--- src/rtl/ldn_pkg.sv ---
package ldn_pkg;
  localparam int NODE_WORDS = 16;
  localparam int WORD_W     = 32;
  localparam int W_CTRL = 0;
  localparam int W_ORG  = 3;
  localparam int W_END  = 4;
  localparam int W_BASE = 5;
  localparam int W_PTCH = 6;
  localparam int W_SIZE = 7;
  localparam int W_LINK = 9;
  localparam int W_FLAG = 13;
  localparam int CTRL_DEFER_BIT = 31;
  localparam int CTRL_ALPHA_BIT = 5;

  typedef logic [NODE_WORDS-1:0][WORD_W-1:0] node_t;

  typedef struct packed {
    logic [4:0]  fmt;
    logic        alpha_full;
    logic [10:0] w;
    logic [10:0] h;
    logic [15:0] org_line;
    logic [15:0] org_pix;
    logic [15:0] end_line;
    logic [15:0] end_pix;
    logic [31:0] base;
    logic [31:0] pitch;
    logic        skip;
  } layer_t;

  localparam layer_t LAYER_RST = '{fmt: '0, alpha_full: 1'b0, w: '0, h: '0,
                                   org_line: '0, org_pix: '0, end_line: '0,
                                   end_pix: '0, base: '0, pitch: '0, skip: 1'b1};

  function automatic layer_t decode_node(input node_t n);
    layer_t l;
    l.fmt        = n[W_CTRL][4:0];
    l.alpha_full = n[W_CTRL][CTRL_ALPHA_BIT];
    l.h          = n[W_SIZE][26:16];
    l.w          = n[W_SIZE][10:0];
    l.org_line   = n[W_ORG][31:16];
    l.org_pix    = n[W_ORG][15:0];
    l.end_line   = n[W_END][31:16];
    l.end_pix    = n[W_END][15:0];
    l.base       = n[W_BASE];
    l.pitch      = n[W_PTCH];
    l.skip       = |n[W_FLAG][1:0];
    return l;
  endfunction
endpackage

--- src/rtl/ldn_word_seq.sv ---
module ldn_word_seq #(
  parameter int ADDR_W = 32,
  parameter int NW     = 16,
  parameter int DW     = 32
) (
  input  logic              clk,
  input  logic              rst_n,
  input  logic              start,
  input  logic [ADDR_W-1:0] start_base,
  output logic              req_valid,
  input  logic              req_ready,
  output logic [ADDR_W-1:0] req_addr,
  input  logic              rsp_valid,
  output logic              rsp_ready,
  output logic              wr_en,
  output logic [$clog2(NW)-1:0] wr_idx,
  output logic              busy,
  output logic              done
);
  localparam int IDXW = $clog2(NW);
  localparam logic [IDXW-1:0] LAST = IDXW'(NW - 1);

  logic [IDXW-1:0]   idx;
  logic [ADDR_W-1:0] base;
  logic              outst;

  assign req_valid = busy && !outst;
  assign rsp_ready = outst;
  assign wr_en     = outst && rsp_valid;
  assign wr_idx    = idx;
  assign req_addr  = base + ADDR_W'({idx, 2'b00});

  always_ff @(posedge clk or negedge rst_n) begin
    if (!rst_n) begin
      busy  <= 1'b0;
      done  <= 1'b0;
      outst <= 1'b0;
      idx   <= '0;
      base  <= '0;
    end else begin
      done <= 1'b0;
      if (start) begin
        busy  <= 1'b1;
        idx   <= '0;
        outst <= 1'b0;
        base  <= start_base;
      end else if (busy) begin
        if (req_valid && req_ready) outst <= 1'b1;
        if (wr_en) begin
          outst <= 1'b0;
          if (idx == LAST) begin
            busy <= 1'b0;
            done <= 1'b1;
          end else begin
            idx <= idx + 1'b1;
          end
        end
      end
    end
  end
endmodule

--- src/rtl/ldn_shadow.sv ---
module ldn_shadow #(
  parameter int NW = 16,
  parameter int DW = 32
) (
  input  logic                 clk,
  input  logic                 rst_n,
  input  logic                 wr_en,
  input  logic [$clog2(NW)-1:0] wr_idx,
  input  logic [DW-1:0]        wr_data,
  output logic [NW-1:0][DW-1:0] words
);
  for (genvar g = 0; g < NW; g++) begin : g_word
    always_ff @(posedge clk or negedge rst_n) begin
      if (!rst_n)                                   words[g] <= '0;
      else if (wr_en && wr_idx == $clog2(NW)'(g))   words[g] <= wr_data;
    end
  end
endmodule

--- src/rtl/ldn_active.sv ---
module ldn_active
  import ldn_pkg::*;
(
  input  logic   clk,
  input  logic   rst_n,
  input  logic   vsync,
  input  logic   load,
  input  layer_t nxt,
  output layer_t act,
  output logic   field_bot
);
  always_ff @(posedge clk or negedge rst_n) begin
    if (!rst_n) begin
      act       <= LAYER_RST;
      field_bot <= 1'b0;
    end else begin
      if (vsync) field_bot <= ~field_bot;
      if (load)  act       <= nxt;
    end
  end
endmodule

--- src/rtl/ldn_fetch_top.sv ---
module ldn_fetch_top
  import ldn_pkg::*;
#(
  parameter int ADDR_W = 32
) (
  input  logic              clk,
  input  logic              rst_n,
  input  logic              vsync,
  input  logic              ptr_wr,
  input  logic [ADDR_W-1:0] ptr_wdata,
  output logic              mem_req_valid,
  input  logic              mem_req_ready,
  output logic [ADDR_W-1:0] mem_req_addr,
  input  logic              mem_rsp_valid,
  output logic              mem_rsp_ready,
  input  logic [31:0]       mem_rsp_data,
  output logic [4:0]        fmt,
  output logic              alpha_full,
  output logic [10:0]       src_w,
  output logic [10:0]       src_h,
  output logic [15:0]       org_line,
  output logic [15:0]       org_pix,
  output logic [15:0]       end_line,
  output logic [15:0]       end_pix,
  output logic [31:0]       pix_base,
  output logic [31:0]       pix_pitch,
  output logic              layer_skip,
  output logic              field_bot
);
  localparam int NW   = NODE_WORDS;
  localparam int IDXW = $clog2(NW);

  logic              busy, done_w, idle, start, ptr_is_zero;
  logic              wr_en, pend, hold_v, load;
  logic [IDXW-1:0]   wr_idx;
  logic [ADDR_W-1:0] ptr, hold, base;
  node_t             words;
  layer_t            act;

  assign idle        = !busy && !done_w;
  assign ptr_is_zero = (ptr == '0);
  assign start       = vsync && idle && !ptr_is_zero;
  assign base        = {ptr[ADDR_W-1:4], 4'b0000};
  assign load        = (done_w && !words[W_CTRL][CTRL_DEFER_BIT]) || (vsync && idle && pend);

  ldn_word_seq #(.ADDR_W(ADDR_W), .NW(NW), .DW(WORD_W)) u_seq (
    .clk(clk), .rst_n(rst_n), .start(start), .start_base(base),
    .req_valid(mem_req_valid), .req_ready(mem_req_ready), .req_addr(mem_req_addr),
    .rsp_valid(mem_rsp_valid), .rsp_ready(mem_rsp_ready),
    .wr_en(wr_en), .wr_idx(wr_idx), .busy(busy), .done(done_w));

  ldn_shadow #(.NW(NW), .DW(WORD_W)) u_shadow (
    .clk(clk), .rst_n(rst_n), .wr_en(wr_en), .wr_idx(wr_idx),
    .wr_data(mem_rsp_data), .words(words));

  ldn_active u_act (
    .clk(clk), .rst_n(rst_n), .vsync(vsync), .load(load),
    .nxt(decode_node(words)), .act(act), .field_bot(field_bot));

  always_ff @(posedge clk or negedge rst_n) begin
    if (!rst_n) begin
      ptr    <= '0;
      hold   <= '0;
      hold_v <= 1'b0;
      pend   <= 1'b0;
    end else if (done_w) begin
      ptr    <= ptr_wr ? ptr_wdata : (hold_v ? hold : words[W_LINK][ADDR_W-1:0]);
      hold_v <= 1'b0;
      pend   <= words[W_CTRL][CTRL_DEFER_BIT];
    end else begin
      if (ptr_wr) begin
        if (busy) begin
          hold   <= ptr_wdata;
          hold_v <= 1'b1;
        end else begin
          ptr <= ptr_wdata;
        end
      end
      if (vsync && idle) pend <= 1'b0;
    end
  end

  assign fmt        = act.fmt;
  assign alpha_full = act.alpha_full;
  assign src_w      = act.w;
  assign src_h      = act.h;
  assign org_line   = act.org_line;
  assign org_pix    = act.org_pix;
  assign end_line   = act.end_line;
  assign end_pix    = act.end_pix;
  assign pix_base   = act.base;
  assign pix_pitch  = act.pitch;
  assign layer_skip = act.skip;
endmodule

--- config.mk ---
export PLATFORM = sky130hd
export DESIGN_NAME = ldn_fetch_top
export DESIGN_NICKNAME = d
export VERILOG_FILES = /design/src/rtl/ldn_pkg.sv /design/src/rtl/ldn_word_seq.sv /design/src/rtl/ldn_shadow.sv /design/src/rtl/ldn_active.sv /design/src/rtl/ldn_fetch_top.sv
export SDC_FILE = /design/constraint.sdc
export NUM_CORES = 1
export LEC_CHECK = 0
export ABC_AREA = 1
export BUFFER_PORTS_ARGS = -buffer_cell sky130_fd_sc_hd__clkbuf_2
export CAP_MARGIN = 5
export CELL_PAD_IN_SITES_DETAIL_PLACEMENT = 0
export CELL_PAD_IN_SITES_GLOBAL_PLACEMENT = 1
export CORE_MARGIN = 2
export CORE_UTILIZATION = 35
export DETAILED_ROUTE_END_ITERATION = 8
export GPL_ROUTABILITY_DRIVEN = 0
export PLACE_DENSITY = 0.66
export SYNTH_ARGS = -nofsm -noshare
export SYNTH_HDL_FRONTEND = slang
export SYNTH_SLANG_ARGS = --single-unit
--- constraint.sdc ---
create_clock -name clk -period 2.8 [get_ports clk]
set_input_delay 0.7 -clock clk [delete_from_list [all_inputs] [get_ports clk]]
set_output_delay 0.7 -clock clk [all_outputs]
set_load 0.02 [all_outputs]
* Word-level counts from Yosys, hierarchy flattened
Cells that the tools add are included.
** Word-level totals
- Register bits after elaboration :: 480
- Input port bits :: 70
- Output and inout port bits :: 192
- Logic and storage cells :: 105
** Cells by class
- Add/sub/neg operators :: 2
- Eq/ne operators :: 10
- Muxes and demuxes :: 26
- Bitwise gates (word level) :: 2
- Reductions and logical operators :: 36
** Operators by type and width (number)
- $mux 32 :: 5
- $add 32x6->32 :: 1
- $logic_not 32->1 :: 1
- $mux 1 :: 17
- $eq 4x3->1 const B :: 4
- $logic_and 1x1->1 :: 16
- $mux 4 :: 4
- $eq 4x4->1 const B :: 3
- $reduce_bool 2->1 :: 5
- $reduce_and 2->1 :: 3
- $reduce_and 3->1 :: 2
- $logic_not 1->1 :: 5
- $add 4x1->4 const B :: 1
- $eq 4x2->1 const B :: 1
- $logic_not 4->1 :: 1
- $ne 2x2->1 const B :: 2
- $reduce_bool 3->1 :: 1
- $not 1->1 :: 2
- $reduce_or 2->1 :: 1
- $logic_or 1x1->1 :: 1

* Longest topological paths before layout
Gate-level depths: netlist of run 1.
- Word-level depth :: 7
- Mapped depth :: 9
- Mapped depth without buffers :: 9

* By module
A second synthesis of run 1 with hierarchy kept.
** Unflattened totals
- Cell total of the unflattened synthesis :: 3794
- Area, all modules :: 32214.6 µm²
** Modules (own cells, without submodules)
- ldn_shadow :: times used 1, cells an instance 2356, area each 20380.8 µm², sequential area each 12812.3 µm²
- ldn_active :: times used 1, cells an instance 670, area each 6039.5 µm², sequential area each 3955.0 µm²
- ldn_fetch_top :: times used 1, cells an instance 394, area each 3266.9 µm², sequential area each 1651.6 µm²
- ldn_word_seq :: times used 1, cells an instance 374, area each 2527.4 µm², sequential area each 975.9 µm²

* Worst setup path after synthesis of run 1
No wires, ideal clock.
- Path type :: register to output
- Start :: register u_seq.idx[2], in the netlist u_seq.wr_idx[2]
- End :: output port mem_req_addr[12]
- Arrival :: 2.058 ns
- Data required time :: 2.100 ns
- Path slack :: 0.042 ns
- Cell stages (with the launch flop) :: 8
- Buffers on the path :: 0
- Path through :: dfrtp_1 > ha_1 > inv_1 > fa_1 > nor3_2 > inv_1 > nor2_1 > xor2_1
** On the way
- Cells in the longest elaborated chain, start to end :: 1
** Ends and longest elaborated chain
- start: declaration :: RTL line ldn_word_seq.sv:23 : logic [IDXW-1:0] idx;
- start signal: assignment :: RTL line ldn_word_seq.sv:55 : idx <= idx + 1'b1;
- $add 32x6->32 :: RTL line ldn_word_seq.sv:31 : assign req_addr = base + ADDR_W'({idx, 2'b00});
- end: declaration :: RTL line ldn_fetch_top.sv:13 : output logic [ADDR_W-1:0] mem_req_addr,
No other way between the ends.

* Worst setup path in the final report of run 1
Same ends and word-level chain as after synthesis.

==> results of run 1 <==
-- worst min-delay path by stage --
stage / startpoint / end / slack, ps / depth (start not counted)
after global placement: u_shadow.words[211] / u_act.act[20] / 450 / 2
after floorplan: rst_n / hold[0] / 400 / 0
after global routing: rst_n / u_act.act[43] / 90 / 1
after CTS: rst_n / u_act.act[43] / 60 / 1
final: rst_n / u_act.act[43] / 60 / 1
after detailed placement: u_shadow.words[119] / u_act.act[120] / 460 / 2
-- state kept, by name, summed over array words and instances, names as in the netlist --
name	cells
u_shadow.words	191
u_act.act	157
hold	32
ptr	32
u_seq.base	28
u_seq.wr_idx	4
hold_v	1
pend	1
u_act.field_bot	1
u_seq.busy	1
u_seq.done	1
u_seq.rsp_ready	1
-- area by class of cell --
class / instances / area [um^2] / area share
diodes: 2 / 5.005 / 0.0002202
clock buffers: 74 / 1475 / 0.06492
clock inverters: 12 / 160.2 / 0.007048
inverters: 73 / 281.5 / 0.01239
multi-input cells: 1367 / 6633 / 0.2919
flip-flops and latches: 450 / 11260 / 0.4957
well taps: 688 / 860.8 / 0.03788
repair buffers: 316 / 2044 / 0.08997
-- cell usage after synthesis, drive strengths merged, types with 13 or more instances --
cell type / instances
clkbuf: 54
buf: 68
nor3: 13
o21ai: 229
inv: 73
nand3: 198
nand2: 688
dfrtp: 449
xor2: 17
a31oi: 32
nor2: 102
mux2: 32
o21a: 32
-- layer usage --
layer / wire length (um) / GRT usage / vias to the layer above
met5: 0 / 0 / -
met4: 1049 / 0.05914 / 0
met3: 3110 / 0.03198 / 61
met2: 25270 / 0.3099 / 407
met1: 25910 / 0.2951 / 7241
li1: - / - / 7016
-- per-stage QoR --
step | hold WS, ps | setup TNS (ps) | total power, mW | setup WS, ps | std cells
4_1_cts | 63.79 | -2509 | 20.87 | -234.2 | 2976
6_report | 60.62 | -1860 | 20.77 | -214.1 | 2982
2_1_floorplan | 404.4 | 0 | 12.17 | 42.12 | 2012
3_5_place_dp | 455.0 | 0 | 13.92 | 151.0 | 2879
5_1_grt | 86.83 | -4126 | 22.02 | -363.8 | 2981
3_3_place_gp | 452.3 | 0 | 13.77 | 165.2 | 2879
-- cells by family after synthesis --
logic type               Yosys count  share of synthesized area
AND/OR/NAND/NOR                 1012                     0.2249
flip-flops                       450                     0.6086
AO/OA/AOI/OAI                    294                    0.08601
buffers and inverters            195                    0.04618
multiplexers                      32                    0.01947
XOR/XNOR                          20                   0.009467
adder cells (fa/ha/maj)            7                   0.005139
other                              1                  0.0002027
-- what timing repair did --
item | 4_1_cts | 5_1_grt
pin swaps | 11 | 10
setup endpoints to repair | 24 | 26
gates cloned | 0 | 0
resized for setup | 74 | 46
buffers inserted | 11 | 6
-- power groups by stage --
stage | registers [mW] | logic (mW) | clock network [mW]
floorplan | 9.71 | 2.46 | 0
global placement | 9.67 | 4.10 | 0
detailed placement | 9.72 | 4.19 | 0
CTS | 9.64 | 4.45 | 6.78
global route | 9.90 | 5.11 | 7.01
finish | 9.66 | 4.51 | 6.60
==> flow_metrics.tcl, run 1 <==
set metrics [dict create \
    run_status "finished, violations left" \
    violations "negative setup slack" \
    post-route-period-util 1.076 \
    netSwitchingFraction 0.3189 \
    clk_pin_slew_ps 60 \
    cap_violations 0 \
    finalSetupViolations 18 \
    drive_above_1_share 0.2107 \
    synth_cells 2011 \
    p_per_area_nw_per_um2 913.9 \
    power_frac_seq 0.465 \
    synth.area.top_cells "dfrtp_1 (61%), nand2_1 (14%), nand3_1 (5.3%), o21ai_0 (5.1%), nor2_1 (2.0%)" \
    clk_latency_ps 580 \
    overflow 0 \
    h-tree-depth 2 \
    timing.slew.headroom 0.2953 \
    drt_drc_violations_left 0 \
    yosysWarnings 0 \
    r2r-end "u_shadow.words[193]" \
    port_buffers 259 \
    first_pass_iters 5 \
    p_clk_frac 0.318 \
    hpwl_um 36680 \
    ir_worst_vdd_mv 0.4619 \
    crit_fanout 3 \
    final_area_um2 22720 \
    antenna_found_initial 5 \
    internal_power_mw 14.14 \
    critPathMaxStageDelay_ps 370 \
    mostFrequentLayoutCells "nand2_1 (667), dfrtp_1 (447), clkbuf_2 (233), nand3_1 (195), o21ai_0 (187)" \
    tightest_slew_ps 1057 \
    die_x_um 233.9 \
    ctsHoldBuffers 0 \
    crit-reg2reg-launch "u_seq.wr_idx[3]" \
    setup_ws_ps -214.1 \
    r2r_slack_ps 730 \
    slowest_stage "dfrtp_1" \
    p_leak_nw 11.62 \
    drt_wl_total_um 55340 \
    synth-main-ff-cell "dfrtp_1" \
    synth.distinct_cells 34 \
    clock-sinks 450 \
    fin_worst_skew_ps 12.35 \
    nFillCells 5194 \
    cp_top_family "adder cells" \
    synth-seq-cells 450 \
    grt_pass1_vias 14472 \
    synth_top_area_frac 0.6072 \
    crit_end "mem_req_addr[12]" \
    syn_area_um2 18500 \
    hold_viol 0 \
    cp_num_buf_inv 4 \
    period_needed_ps 3014 \
    vias 14725 \
    final_common_cell "nand2_1" \
    wire_per_inst_um 18.56 \
    viasPerCell 4.938 \
    cp-startpoint "u_seq.wr_idx[2]" \
    worst_ep_arrival_time_ps 2310 \
    synth_top_area_cell "dfrtp_1" \
    holdCritPathClass "in2async" \
    clockBufferDepth 3 \
    grt_max_degree 158 \
    cp.depth 9 \
    ctsRootBufferMaster "clkbuf_16" \
    fp-row-count 84 \
    ant_nets 0 \
    reg2reg_depth 8 \
    p_switching_mw 6.622 \
    die_y_um 233.9 \
    power_frac_comb 0.217 \
    grt_setup_unrepaired "yes" \
    cts_made_buffers 50 \
    final_util 0.4333 \
    avgSynthCellArea_um2 9.201 \
    drt_iter0_markers 1079 \
    area_delta_synth_final_pct 22.81 \
    io_pins 262 \
    crit_path_frequent_cell "buf_4" \
    synth-edff-count 0 \
    start_util 0.3528 \
    cts_tree "done" \
    synthArstFlopShare 1.000 \
    crit_chain "ha_2 > inv_2 > fa_2 > nor3_4 > buf_4 > inv_4 > nor2_4 > xor2_1 > buf_4" \
    crit_required_ps 2100 \
    fin_nets 2335 \
    dpl_cell_area_um2 20600 \
    report.final.slew_viol_count 0 \
    worstSetupPathType "reg2out" \
    fp.dieArea_um2 54720 \
    synth_seq_area_share 0.6086 \
    critPathLaunchType "flop" \
    core_um2 52450 \
    grt_pass1_wl_um 85190 \
    fmax_ghz 0.3318 \
    crit_path_end_kind "output pin" \
    gr-usage-all-layers 0.2020 \
]
No activity file was read; power rests on OpenSTA's default activity.
==> inputs of run 2 (changes only) <==
--- a/config.mk
+++ b/config.mk
@@ -5,16 +5,16 @@
 export SDC_FILE = /design/constraint.sdc
 export NUM_CORES = 1
 export LEC_CHECK = 0
-export ABC_AREA = 1
-export BUFFER_PORTS_ARGS = -buffer_cell sky130_fd_sc_hd__clkbuf_2
 export CAP_MARGIN = 5
 export CELL_PAD_IN_SITES_DETAIL_PLACEMENT = 0
 export CELL_PAD_IN_SITES_GLOBAL_PLACEMENT = 1
+export CORE_ASPECT_RATIO = 1.5
 export CORE_MARGIN = 2
 export CORE_UTILIZATION = 35
 export DETAILED_ROUTE_END_ITERATION = 8
+export DONT_BUFFER_PORTS = 1
 export GPL_ROUTABILITY_DRIVEN = 0
-export PLACE_DENSITY = 0.66
+export PLACE_DENSITY = 0.56
 export SYNTH_ARGS = -nofsm -noshare
 export SYNTH_HDL_FRONTEND = slang
 export SYNTH_SLANG_ARGS = --single-unit
==> flow_metrics.tcl, run 2 <==
set metrics [dict create \
    crit_fanout 5 \
    clock-sinks 450 \
    wire_per_inst_um 23.42 \
    largest_reg_flops 191 \
    yosysWarnings 0 \
    p_clk_frac 0.295 \
    synth-edff-count 0 \
    worst_ep_arrival_time_ps 2390 \
    period_needed_ps 3089 \
    io_pins 262 \
    clk_pin_slew_ps 70 \
    met3_length_um 2902 \
    synth_seq_area_share 0.6004 \
    grt_setup_unrepaired "yes" \
    avgSynthCellArea_um2 15.72 \
    hold_viol 81 \
    power_frac_comb 0.220 \
    h-tree-depth 2 \
    gr-usage-all-layers 0.1668 \
    clk_latency_ps 560 \
    finalSetupViolations 25 \
    reg_top3 "u_shadow.words: 191 flops, u_act.act: 157 flops" \
    holdCritPathClass "in2async" \
    internal_power_mw 15.16 \
    synth-main-ff-cell "dfrtp_1" \
    hpwl_um 30100 \
    synth.area.top_cells "dfrtp_1 (60%), mux2_2 (19%), mux2_4 (9.3%), mux2i_1 (1.8%), o22ai_1 (1.1%)" \
    critPathLaunchType "flop" \
    drt_wl_total_um 46080 \
    ant_nets 0 \
    power_frac_seq 0.485 \
    ir_worst_vdd_mv 0.6178 \
    crit_path_end_kind "output pin" \
    highest_layer "met4" \
    violations "negative hold slack, max-slew violations, negative setup slack" \
    run_status "finished, violations left" \
    grt_max_degree 451 \
    viasPerCell 5.059 \
    tightest_slew_ps 2784 \
    p_leak_nw 10.39 \
    mostFrequentLayoutCells "dfrtp_1 (449), mux2_2 (320), mux2_4 (116), buf_4 (55), clkbuf_16 (45)" \
    start_util 0.3550 \
    dp.cells 1875 \
    synthTopCellsByCount "dfrtp_1 (449), mux2_2 (320), mux2_4 (116)" \
    port_buffers 0 \
    worstSetupPathType "reg2out" \
    netSwitchingFraction 0.2974 \
    met2_length_um 22540 \
    antenna_found_initial 2 \
    nFillCells 4851 \
    grt_pass1_vias 10550 \
    synth.distinct_cells 42 \
    fp.dieArea_um2 55500 \
    cap_violations 0 \
    dp_slack_ps 48.94 \
    reg2reg_depth 5 \
    fin_cells 1968 \
    drive_above_1_share 0.4852 \
    fin_nets 1328 \
    core_um2 52840 \
    fmax_ghz 0.3237 \
    synth_cells 1193 \
    synthArstFlopShare 1.000 \
    setup_ws_ps -289.2 \
    met1_length_um 19380 \
    register_area_um2 11260 \
    syn_area_um2 18760 \
    regMostFlops "u_shadow.words" \
    fin_hold_ws_ps -156.9 \
    report.final.slew_viol_count 294 \
    synth_top_area_cell "dfrtp_1" \
    vias 9956 \
    cts_tree "done" \
    synth_top_area_frac 0.5990 \
    first_pass_iters 4 \
    fp-row-count 103 \
    timing.slew.headroom -0.8561 \
    final_area_um2 21700 \
    grt_pass1_wl_um 69690 \
    die_y_um 287.5 \
    die_x_um 193.0 \
    synth-seq-cells 450 \
    fin_worst_skew_ps 11.47 \
    drt_iter0_markers 381 \
    crit_required_ps 2100 \
    clockBufferDepth 3 \
    final_common_cell "dfrtp_1" \
    overflow 0 \
    post-route-period-util 1.103 \
    area_delta_synth_final_pct 15.67 \
    cts_made_buffers 45 \
    p_per_area_nw_per_um2 994.3 \
    dpl_cell_area_um2 19830 \
    multiInputGateArea_um2 7237 \
    ctsRootBufferMaster "clkbuf_16" \
    p_switching_mw 6.417 \
    synth_most_common_cell "dfrtp_1" \
    drt_drc_violations_left 0 \
    fin_setup_tns_ps -4211 \
]
[run 2: cell count changes after synthesis, sizes merged, moves of 66 or more]
cell	delta
nor2	-92
mux2	+407
inv	-66
nand3	-186
o21ai	-224
nand2	-672
[run 2: through the flow]
| step | util | power, mW |
|---|---|---|
| CTS | 0.4086 | 21.83 |
| detailed placement | 0.3753 | 15.11 |
| global route | 0.4106 | 22.79 |
| finish | 0.4107 | 21.57 |
| global placement | 0.3753 | 14.97 |
| floorplan | - | 13.57 |
[run 2: kinds of logic after synthesis]
logic type,Yosys count,share of synthesized area
multiplexers,472,0.3044
XOR/XNOR,29,0.01354
AO/OA/AOI/OAI,74,0.02315
AND/OR/NAND/NOR,88,0.02822
other,1,0.0001999
buffers and inverters,72,0.02508
flip-flops,450,0.6004
adder cells (fa/ha/maj),7,0.005069
[run 2: power by group through the flow]
stage | clock network [mW] | registers (mW) | logic [mW]
CTS | 6.61 | 10.5 | 4.74
detailed placement | 0 | 10.6 | 4.53
finish | 6.37 | 10.5 | 4.75
floorplan | 0 | 9.96 | 3.61
global route | 6.87 | 10.8 | 5.17
global placement | 0 | 10.5 | 4.44
[run 2: worst max-delay path, stage by stage (launching register included)]
cell     delay (ps)
dfrtp_1         360
ha_2            200
inv_2            40
fa_2            360
nor3_4          230
buf_6           180
nand4_1         120
xnor2_1         180
buf_4           160
[run 2: area by class of cell]
| type | instances | area share |
|---|---|---|
| sequential | 450 | 0.5190 |
| clock inverter | 19 | 0.01188 |
| inverter | 7 | 0.001211 |
| timing repair buffer | 75 | 0.03506 |
| antenna | 2 | 0.0002307 |
| clock buffer | 61 | 0.05974 |
| tap | 682 | 0.03933 |
| multi-input combinational | 672 | 0.3335 |
[run 2: final timing paths]
path | slack, ps | endpoint | startpoint
min reg2reg | 480 | u_act.act[55] | u_shadow.words[182]
max in group asynchronous | 770 | u_seq.base[27] | rst_n
max | -290 | mem_req_addr[28] | u_seq.wr_idx[2]
max reg2reg | 640 | u_seq.base[26] | ptr[16]
min | -160 | hold[10] | rst_n
min in group clk | 220 | u_act.field_bot | vsync
[run 2: routing by layer]
layer | global-route usage | up-vias
met2 | 0.2777 | 240
met4 | 0.05379 | 0
met3 | 0.04486 | 65
met5 | 0 | -
met1 | 0.2099 | 5229
li1 | - | 4422
[run 2: repair_timing]
action | in CTS | in global routing
endpoints found under the hold margin | 449 | 449
setup endpoints to repair | 23 | 26
gates cloned | 1 | 0
setup buffers | 7 | 3
resized for setup | 30 | 13
pin swaps | 20 | 9
==> inputs of run 3 (changes only) <==
--- a/config.mk
+++ b/config.mk
@@ -5,6 +5,7 @@
 export SDC_FILE = /design/constraint.sdc
 export NUM_CORES = 1
 export LEC_CHECK = 0
+export ABC_AREA = 1
 export CAP_MARGIN = 5
 export CELL_PAD_IN_SITES_DETAIL_PLACEMENT = 0
 export CELL_PAD_IN_SITES_GLOBAL_PLACEMENT = 1
@@ -14,7 +15,7 @@
 export DETAILED_ROUTE_END_ITERATION = 8
 export DONT_BUFFER_PORTS = 1
 export GPL_ROUTABILITY_DRIVEN = 0
-export PLACE_DENSITY = 0.56
+export PLACE_DENSITY = 0.6
 export SYNTH_ARGS = -nofsm -noshare
 export SYNTH_HDL_FRONTEND = slang
 export SYNTH_SLANG_ARGS = --single-unit
==> flow_metrics.tcl, run 3 (same netlist as run 1, synthesis figures left out) <==
set metrics [dict create \
    finalSetupViolations 13 \
    crit_required_ps 2100 \
    drt_drc_violations_left 0 \
    final_area_um2 21030 \
    fp-row-count 103 \
    grt_max_degree 451 \
    clk_pin_slew_ps 60 \
    critPathLaunchType "flop" \
    fp.dieArea_um2 54760 \
    drt_wl_total_um 56500 \
    grt_pass1_vias 13429 \
    tightest_slew_ps 1175 \
    slowest_stage "dfrtp_1" \
    clk_latency_ps 560 \
    gr-usage-all-layers 0.2073 \
    crit_path_end_kind "output pin" \
    crit_fanout 3 \
    wire_per_inst_um 20.95 \
    final_common_cell "nand2_1" \
    die_x_um 191.7 \
    h-tree-depth 2 \
    start_util 0.3528 \
    ant_nets 0 \
    dp_slack_ps 47.51 \
    fmax_ghz 0.3316 \
    fin_nets 2060 \
    reg_top3 "u_shadow.words: 191 flops, u_act.act: 157 flops" \
    clockBufferDepth 3 \
    period_needed_ps 3016 \
    run_status "finished, violations left" \
    ir_worst_vdd_mv 0.4523 \
    worst_ep_arrival_time_ps 2320 \
    setup_ws_ps -215.9 \
    hpwl_um 36780 \
    mostFrequentLayoutCells "nand2_1 (665), dfrtp_1 (444), nand3_1 (194), o21ai_0 (187), nor2_1 (86)" \
    grt_pass1_wl_um 86230 \
    ctsRootBufferMaster "clkbuf_16" \
    clock-sinks 450 \
    timing.slew.headroom 0.2165 \
    overflow 0 \
    p_leak_nw 10.29 \
    report.final.slew_viol_count 0 \
    drt_iter0_markers 832 \
    cts_tree "done" \
    port_buffers 0 \
    fin_worst_skew_ps 23.27 \
    diodes 0 \
    io_pins 262 \
    largest_reg_flops 191 \
    p_per_area_nw_per_um2 943.0 \
    violations "negative hold slack, negative setup slack" \
    worstSetupPathType "reg2out" \
    dpl_cell_area_um2 19250 \
    drive_above_1_share 0.1067 \
    dp.cells 2613 \
    cap_violations 0 \
    vias 13526 \
    critPathMaxStageDelay_ps 380 \
    crit_chain "ha_2 > inv_2 > fa_2 > nor3_4 > buf_6 > nand4_1 > xor2_1 > buf_4" \
    hold_viol 195 \
    holdCritPathClass "in2async" \
    core_um2 52450 \
    viasPerCell 5.015 \
    cts_made_buffers 45 \
    grt_setup_unrepaired "yes" \
    fin_cells 2697 \
    area_delta_synth_final_pct 13.67 \
    antenna_found_initial 3 \
    power_mw 19.83 \
    fin_hold_ws_ps -144.3 \
    first_pass_iters 5 \
    post-route-period-util 1.077 \
    die_y_um 285.6 \
    regMostFlops "u_shadow.words" \
]
==> run 3: cell count changes in the layout (fill, tap and decap cells not counted), moves of 33 or more <==
cell	previous run	this run
mux2_4	116	0
nor2_1	5	86
mux2i_1	33	0
mux2_2	320	32
o21ai_0	4	187
nand3_1	7	194
nand2_1	11	665
inv_1	6	66
o21ai_1	0	41
==> run 3: through the flow <==
stage / hold WS [ps] / setup TNS, ps / utilization
3_3_place_gp: 440.1 / 0 / 0.3671
3_5_place_dp: 439.7 / 0 / 0.3671
5_1_grt: -176.2 / -3410 / 0.4010
4_1_cts: -174.4 / -2090 / 0.3994
6_report: -144.3 / -1706 / 0.4010
2_1_floorplan: 404.4 / 0 / -
==> run 3: what timing repair did <==
action / 4_1_cts / 5_1_grt
pin swaps: 7 / 3
endpoints found under the setup margin: 22 / 26
gates resized for setup: 34 / 26
hold endpoints to repair: 449 / 449
buffers inserted: 5 / 0
==> run 3: worst max-delay path, delay by kind of cell (launching register included) <==
kind | cells | cell delay (ps)
buffers and inverters | 3 | 360
xor gates and xnor gates | 1 | 160
and+or+nand+nor | 2 | 310
adders and majority gates | 2 | 570
DFF | 1 | 380
==> run 3: where the power goes <==
part	internal, mW	total [mW]	leakage [nW]	switching, mW
registers	8.35	10.2	5.91	1.87
logic	1.31	3.20	3.61	1.89
clock network	3.83	6.42	0.765	2.59
==> run 3: path summary, 6_finish.rpt <==
kind | startpoint | end | slack, ps | cells after the start
setup / recovery | u_seq.wr_idx[2] | mem_req_addr[20] | -220 | 8
hold / removal | rst_n | hold[28] | -140 | 0
setup reg to reg | u_seq.wr_idx[1] | u_shadow.words[160] | 700 | 7
hold reg to reg | u_shadow.words[103] | u_act.act[104] | 470 | 2
max in group asynchronous | rst_n | u_act.act[82] | 2000 | 0
min in group clk | vsync | u_act.field_bot | 250 | 1
==> run 3: per-layer routing <==
metal / vias up / global-route usage / part of all wire
li1: 6459 / - / -
met1: 6648 / 0.2533 / 0.40
met2: 335 / 0.3551 / 0.50
met3: 84 / 0.05545 / 0.072
met4: 0 / 0.06462 / 0.029
met5: - / 0 / 0
==> run 3: area by class of cell <==
type | instances | area, um^2
clock inverter | 14 | 224.0
multi-input combinational | 1367 | 6605
inverter | 73 | 276.5
timing repair buffer | 46 | 481.7
fill | 5287 | 31420
sequential | 450 | 11270
clock buffer | 65 | 1324
tap | 682 | 853.3
